===== config.mk =====
export PLATFORM = sky130hd
export DESIGN_NAME = i2c_addr_detect
export DESIGN_NICKNAME = d
export VERILOG_FILES = /design/src/rtl/i2c_addr_pkg.sv /design/src/rtl/scl_edge_det.sv /design/src/rtl/addr_shifter.sv /design/src/rtl/addr_classifier.sv /design/src/rtl/i2c_addr_detect.sv
export SDC_FILE = /design/constraint.sdc
export NUM_CORES = 1
export LEC_CHECK = 0
export BUFFER_PORTS_ARGS = -buffer_cell sky130_fd_sc_hd__buf_4
export CAP_MARGIN = 30
export CORE_MARGIN = 5
export CORE_UTILIZATION = 35
export CTS_BUF_LIST = sky130_fd_sc_hd__clkbuf_4 sky130_fd_sc_hd__clkbuf_8
export DETAILED_ROUTE_END_ITERATION = 16
export SLEW_MARGIN = 25
export SYNTH_ARGS = -nofsm -noshare
export SYNTH_HDL_FRONTEND = slang
export SYNTH_SLANG_ARGS = --single-unit

===== constraint.sdc =====
create_clock -name clk -period 4.28 [get_ports clk]
set_clock_uncertainty 0.2 [all_clocks]
set_input_delay 0.856 -clock clk [delete_from_list [all_inputs] [get_ports clk]]
set_output_delay 0.856 -clock clk [all_outputs]
set_load 0.1 [all_outputs]

===== src/rtl/i2c_addr_pkg.sv =====
// Shared widths and result type for the I2C address-phase detector.
package i2c_addr_pkg;
    localparam int BYTE_W = 8;              // bits in one address byte
    localparam int ADDR_W = BYTE_W - 1;     // address bits, R/W excluded
    localparam int NIB_W  = 4;              // width of the extension nibble

    typedef struct packed {
        logic ext;
        logic coin;
    } addr_hit_t;
endpackage


===== src/rtl/scl_edge_det.sv =====
// Detects SCL rising and falling edges by comparing the current input
// with a registered copy. Assumes scl is already synchronised to clk.
// The registered copy resets high, which is the idle bus level.
module scl_edge_det (
    input  logic clk,
    input  logic rst_n,
    input  logic scl,
    output logic scl_rise,
    output logic scl_fall
);
    logic scl_q;

    // hold last sample of SCL
    always_ff @(posedge clk) begin
        if (!rst_n) scl_q <= 1'b1;
        else        scl_q <= scl;
    end

    assign scl_rise = scl & ~scl_q;
    assign scl_fall = ~scl & scl_q;
endmodule


===== src/rtl/addr_shifter.sv =====
// Collects BYTE_W bits MSB first on SCL rising edges. A restart pulse
// empties the register and the count. It stops shifting once full,
// so later clocks of the same transfer leave the byte intact.
module addr_shifter #(
    parameter int BYTE_W = 8
) (
    input  logic              clk,
    input  logic              rst_n,
    input  logic              restart,
    input  logic              enable,
    input  logic              shift,
    input  logic              bit_in,
    output logic [BYTE_W-1:0] byte_o,
    output logic              full
);
    localparam int CNT_W = $clog2(BYTE_W + 1);
    localparam logic [CNT_W-1:0] FULL_CNT = CNT_W'(BYTE_W);

    logic [CNT_W-1:0]  cnt;
    logic [BYTE_W-1:0] sr;

    // shift SDA in and count bits until the byte is complete
    always_ff @(posedge clk) begin
        if (!rst_n || restart) begin
            cnt <= '0;
            sr  <= '0;
        end else if (enable && shift && cnt != FULL_CNT) begin
            sr  <= {sr[BYTE_W-2:0], bit_in};
            cnt <= cnt + 1'b1;
        end
    end

    assign byte_o = sr;
    assign full   = (cnt == FULL_CNT);

    // the bit count never runs past one byte
    cnt_bound_chk: assert property (@(posedge clk) disable iff (!rst_n)
        cnt <= FULL_CNT);
endmodule


===== src/rtl/addr_classifier.sv =====
// Pure combinational decode of the received address bits: extension
// code (upper nibble all zeros or all ones) and local coincidence.
module addr_classifier
    import i2c_addr_pkg::*;
#(
    parameter int AW = 7,
    parameter int NW = 4
) (
    input  logic [AW-1:0] rx_addr,
    input  logic [AW-1:0] local_addr,
    output addr_hit_t     hit
);
    logic [NW-1:0] nib;

    // decode the extension nibble and the full address compare
    always_comb begin
        nib      = rx_addr[AW-1 -: NW];
        hit.ext  = (nib == '0) || (nib == '1);
        hit.coin = (rx_addr == local_addr);
    end
endmodule


===== src/rtl/i2c_addr_detect.sv =====
// Address-phase detector of an I2C slave. Holds the local address,
// assembles the first byte after START, and on the eighth SCL falling
// edge latches extension and coincidence flags and pulses irq once.
// Assumes scl/sda are synchronised and start/stop are one-cycle pulses.
// Priority on a shared cycle: START, then STOP, then release.
module i2c_addr_detect
    import i2c_addr_pkg::*;
#(
    parameter logic [ADDR_W-1:0] RESET_ADDR = 7'h7F
) (
    input  logic              clk,
    input  logic              rst_n,
    input  logic              scl,
    input  logic              sda,
    input  logic              start_det,
    input  logic              stop_det,
    input  logic              addr_we,
    input  logic [ADDR_W-1:0] addr_wdata,
    input  logic              release_i,
    output logic [ADDR_W-1:0] own_addr,
    output logic              ext_flag,
    output logic              coin_flag,
    output logic              rw_flag,
    output logic              part_o,
    output logic              irq
);
    logic              scl_rise, scl_fall;
    logic [BYTE_W-1:0] rx_byte;
    logic              rx_full;
    logic              standby, done;
    addr_hit_t         hit;

    scl_edge_det u_edge (
        .clk      (clk),
        .rst_n    (rst_n),
        .scl      (scl),
        .scl_rise (scl_rise),
        .scl_fall (scl_fall)
    );

    addr_shifter #(.BYTE_W(BYTE_W)) u_shift (
        .clk     (clk),
        .rst_n   (rst_n),
        .restart (start_det),
        .enable  (~standby),
        .shift   (scl_rise),
        .bit_in  (sda),
        .byte_o  (rx_byte),
        .full    (rx_full)
    );

    addr_classifier #(.AW(ADDR_W), .NW(NIB_W)) u_cls (
        .rx_addr    (rx_byte[BYTE_W-1:1]),
        .local_addr (own_addr),
        .hit        (hit)
    );

    // local address register, written by software only
    always_ff @(posedge clk) begin
        if (!rst_n)       own_addr <= RESET_ADDR;
        else if (addr_we) own_addr <= addr_wdata;
    end

    // flags, participation, standby and the interrupt pulse
    always_ff @(posedge clk) begin
        if (!rst_n) begin
            ext_flag  <= 1'b0;
            coin_flag <= 1'b0;
            rw_flag   <= 1'b0;
            part_o    <= 1'b0;
            standby   <= 1'b1;
            done      <= 1'b0;
            irq       <= 1'b0;
        end else begin
            irq <= 1'b0;
            if (start_det) begin
                ext_flag  <= 1'b0;
                coin_flag <= 1'b0;
                part_o    <= 1'b0;
                standby   <= 1'b0;
                done      <= 1'b0;
            end else if (stop_det) begin
                ext_flag  <= 1'b0;
                coin_flag <= 1'b0;
                part_o    <= 1'b0;
                standby   <= 1'b1;
            end else if (release_i) begin
                part_o    <= 1'b0;
                standby   <= 1'b1;
            end else if (!standby && !done && rx_full && scl_fall) begin
                done      <= 1'b1;
                ext_flag  <= hit.ext;
                coin_flag <= hit.coin;
                rw_flag   <= rx_byte[0];
                part_o    <= hit.ext | hit.coin;
                irq       <= hit.ext | hit.coin;
            end
        end
    end


    irq_pulse_chk: assert property (@(posedge clk) disable iff (!rst_n)
        irq |=> !irq);


    irq_cause_chk: assert property (@(posedge clk) disable iff (!rst_n)
        irq |-> (ext_flag || coin_flag));


    addr_hold_chk: assert property (@(posedge clk) disable iff (!rst_n)
        !addr_we |=> $stable(own_addr));


    release_drop_chk: assert property (@(posedge clk) disable iff (!rst_n)
        release_i |=> !part_o);


    stop_clear_chk: assert property (@(posedge clk) disable iff (!rst_n)
        stop_det |=> (!ext_flag && !coin_flag && !part_o));


    start_clear_chk: assert property (@(posedge clk) disable iff (!rst_n)
        start_det |=> (!ext_flag && !coin_flag && !irq));
endmodule


Word-level counts from Yosys, hierarchy flattened
Index checks and enable logic that the tools add are counted.

Bits of input ports: 15. Register bits after elaboration: 27.

Muxes and demuxes: 3. Equal/unequal tests: 4. Bitwise gates (word level): 11. $add $sub $neg: 1. Reduce and logical (&&, ||, !) cells: 19.

Operators with widths (number): equality test 4 bit, second input constant (2); NOT 1 bit (8); equality test 7 bit (1); logical AND 1 bit (5); OR reduction 5 bit (1); adder 4 x 1 -> 4 bit, second input constant (1); logical NOT 4 bit (1); != test 4 bit, second input constant (1); AND reduction 4 bit (1); OR reduction 4 bit (1); logical NOT 1 bit (3); two-way mux 1 bit (3); AND reduction 3 bit (1); nonzero test 3 bit (1); OR reduction 3 bit (1); bitwise AND 1 bit (2); logical OR 1 bit (2); AND reduction 2 bit (1); OR reduction 2 bit (1); bitwise OR 1 bit (1).

Depth between registers and ports, before layout
Depth in word-level cells: 6. Gate-level depth with buffers: 7. Mapped depth without buffers: 6.

By module
Synthesis repeated with hierarchy kept, for this count alone.

Cells, all modules: 127. Area, all modules: 1226.2 µm².

By module, submodules not included: i2c_addr_detect (instances 1, cells each 56, area an instance 576.8 µm²); addr_shifter (instances 1, cells each 55, area an instance 519.2 µm²); addr_classifier (instances 1, cells each 12, area an instance 91.3 µm²); scl_edge_det (instances 1, cells each 4, area an instance 38.8 µm²).

Least setup slack after synthesis
Ideal clock, no wire load.

Path kind: input-to-reg. Start: input port scl. End: register ext_flag. Required time: 3.977 ns. Arrival time: 1.980 ns. Slack: 1.997 ns. Stages on the path: 4. Cells stage by stage: or4b_4 -> nor3_4 -> nor2_1 -> a2111oi_2.

Word-level cells in the longest chain between the ends: 4.

RTL lines: from (decl) (line i2c_addr_detect.sv:13) `input logic scl,`; NOT 1 bit (line scl_edge_det.sv:20) `assign scl_fall = ~scl & scl_q;`; bitwise AND 1 bit (line scl_edge_det.sv:20); logical AND 1 bit (line i2c_addr_detect.sv:90) `end else if (!standby && !done && rx_full && scl_fall) begin`; AND reduction 2 bit (no source line); to (signal assigned) (line i2c_addr_detect.sv:92) `ext_flag <= hit.ext;`; to (decl) (line i2c_addr_detect.sv:21) `output logic ext_flag,`.

No other way between the ends. A chain may end at the register's enable or synchronous reset.

Final worst setup path
Ends and elaborated chain as after synthesis.

==> flow_summary.ini <==
[run_status]
outcome = finished clean

[placement]
port_buffers = 26
hpwl_um = 1750
dpl_cell_area_mm2 = 0.00136
routabilityCongestion = 0.753

[logic_synthesis]
synth_compound_area_share_pct = 9.53
avgSynthCellArea_um2 = 9.03
ys_seq_elements = 27
synth_fp_nets = 142
syn-instance-count = 125
seq_area_frac_synth_pct = 47.9
synth-adder-area-share_pct = 2.22
synth_top_area_share_pct = 47.9
yosys.area_share.xor_xnor_pct = 7.76
ys_warn_count = 0
yosys.area_share.simple_pct = 23.4
synth_mux_area_share_pct = 6.21
synth_area_mm2 = 0.00113
yosysUniqueCellTypes = 26
synth_top_area_cell = dfxtp_1
ys_top_cells_by_area = dfxtp_1, nand2_1, mux2i_1
synth_top_family_by_area = simple AND/OR/NAND/NOR gates

[global_route]
grt_start_max_net_pins = 17
antenna_found_initial = 0
grt_overflow_total = 0
grt_pass1_wl_um = 3820
grt_pass1_vias = 897
grtUsageTotal_pct = 11.1

[floorplanning]
io_pins = 27
core_mm2 = 0.00308
placementRows = 20
die_w_um = 66.8
die_h_um = 66.8
initial_utilization_pct = 36.7
dieArea_mm2 = 0.00446

[worst_setup_path]
critical_path.startpoint_type = input port
path_max_fanout = 7
r2r_start = u_shift.cnt[0]$_SDFFE_PP0P_
reg2reg_slack_ns = 2.31
worst_r2r_path_depth = 6
worstPathRequired_ns = 4.30
worstSetupEndpointType = flop
worst_r2r_endpoint = ext_flag$_SDFFE_PP0P_
crit_path_end = ext_flag$_SDFFE_PP0P_
crit_type = in -> reg
critPathArrivalTime_ns = 2.14
cp-startpoint = scl

[sta]
fmax_ghz = 0.471
rsz0062_at_grt = no
slew_headroom_pct = 58.1
min_period_ns = 2.12
layout_worst_path_cycle_share_pct = 49.6
worst_pin_slew_ns = 0.629
drv_slew = 0
tns_ns = 0
hold_violations = 0
setup_violations = 0

[detailed_routing]
wl_per_cell_um = 11.8
drt_iter0_drc = 23
vias = 934
drc_errors = 0
drt_wl_total_um = 2290
firstDrtPassIters = 4
drtAntennaViolNets = 0
viasPerCell = 4.81

[clock_tree]
cts_resized = 0
cts_buffers = 3
h-tree-depth = 1
cts_sinks = 27
root_buffer = clkbuf_4
clock_latency_ns = 0.31
cts_buffer_depth = 2
cts_hold_buffers = 0
cts_tree = done
cts_setup_buffers = 0
path_clk_slew_ns = 0.13

[final_layout]
area_growth_pct = 23.5
drive_gt1_share_pct = 23.3
most-common-layout-cells = dfxtp_1, buf_4, nand2_1
diodes = 0
fin_area_mm2 = 0.00139
nets = 168

[pwr]
p_per_area_mw_per_mm2 = 314
vdd_drop_max_v = 0.000105
leakagePower_uw = 0.000555

[min_path]
min_path_type = reg -> reg

[flow_run]
cap_violations = 0
==> cell usage after synthesis <==
cell type,instances
buf_1,1
nor3_4,1
a41o_1,1
xor2_1,6
a21oi_1,12
a2111oi_2,1
or4b_4,1
nand2b_1,2
nor2_1,9
inv_1,3
clkbuf_1,5
a31oi_1,1
o21ai_0,2
ha_1,2
nor3_1,2
xnor2_1,4
nor4_1,2
and4_1,1
o22ai_1,1
nand3_1,10
nand2_1,20
nor3b_1,1
nand4_1,2
dfxtp_1,27
mux2i_1,7
nand3b_2,1
==> area by class of cell <==
cell class | count | area, um^2
Fill cell | 321 | 1680
Multi-Input combinational cell | 89 | 554
Sequential cell | 27 | 541
Timing Repair Buffer | 27 | 203
Tap cell | 44 | 55.1
Clock buffer | 4 | 30.0
Inverter | 3 | 11.3
==> worst max-delay path: stages <==
cell and delay [ns]:
buf_4 0.12, or4b_4 0.50, nor3_4 0.26, nor2_1 0.09, a2111oi_2 0.32
==> state kept, by name, summed over array words and instances, names as in the netlist <==
| register | count |
|---|---|
| done | 1 |
| ext_flag | 1 |
| irq | 1 |
| rw_flag | 1 |
| part_o | 1 |
| coin_flag | 1 |
| u_shift.cnt | 4 |
| own_addr | 7 |
| standby | 1 |
| u_shift.byte_o | 8 |
| u_edge.scl_q | 1 |
==> stage by stage <==
stage               cells  util (%)  hold slack [ns]  total power, uW  setup slack [ns]
floorplan             125         -            0.238              311              2.00
CTS                   194      45.3            0.285              445              2.17
global route          194      45.3            0.319              458              2.07
global placement      190      44.3            0.262              331              1.86
detailed placement    190      44.3            0.266              332              1.83
finish                194      45.3            0.285              438              2.16
==> report_power, final <==
group / internal [uW] / switching, uW
Sequential: 257 / 4.33
Clock: 42.7 / 69.2
Combinational: 21.0 / 44.3
Total: 320 / 118
==> metal layers <==
layer	wire, um	global-route usage [%]	vias to the layer above
li1	-	-	478
met1	1050	12.9	435
met2	1110	19.4	17
met3	109	2.36	4
met4	27	4.57	0
met5	0	0	-
==> logic make-up after synthesis <==
family	after synthesis
AND/OR/NAND/NOR	52
flip-flops	27
XOR/XNOR	10
adder cells (fa/ha/maj)	2
AO/OA/AOI/OAI	18
buffers and inverters	9
multiplexers	7
==> worst min-delay path by stage <==
stage	from	end	slack (ns)	cells past startpoint
floorplan	done$_SDFFE_PP0P_	done$_SDFFE_PP0P_	0.24	2
global placement	coin_flag$_SDFFE_PP0P_	coin_flag$_SDFFE_PP0P_	0.26	2
detailed placement	coin_flag$_SDFFE_PP0P_	coin_flag$_SDFFE_PP0P_	0.27	2
CTS	coin_flag$_SDFFE_PP0P_	coin_flag$_SDFFE_PP0P_	0.28	2
global route	u_shift.byte_o[0]$_SDFFE_PP0P_	u_shift.byte_o[0]$_SDFFE_PP0P_	0.32	2
finish	coin_flag$_SDFFE_PP0P_	coin_flag$_SDFFE_PP0P_	0.28	2
Power figures use the tool's default switching activity.
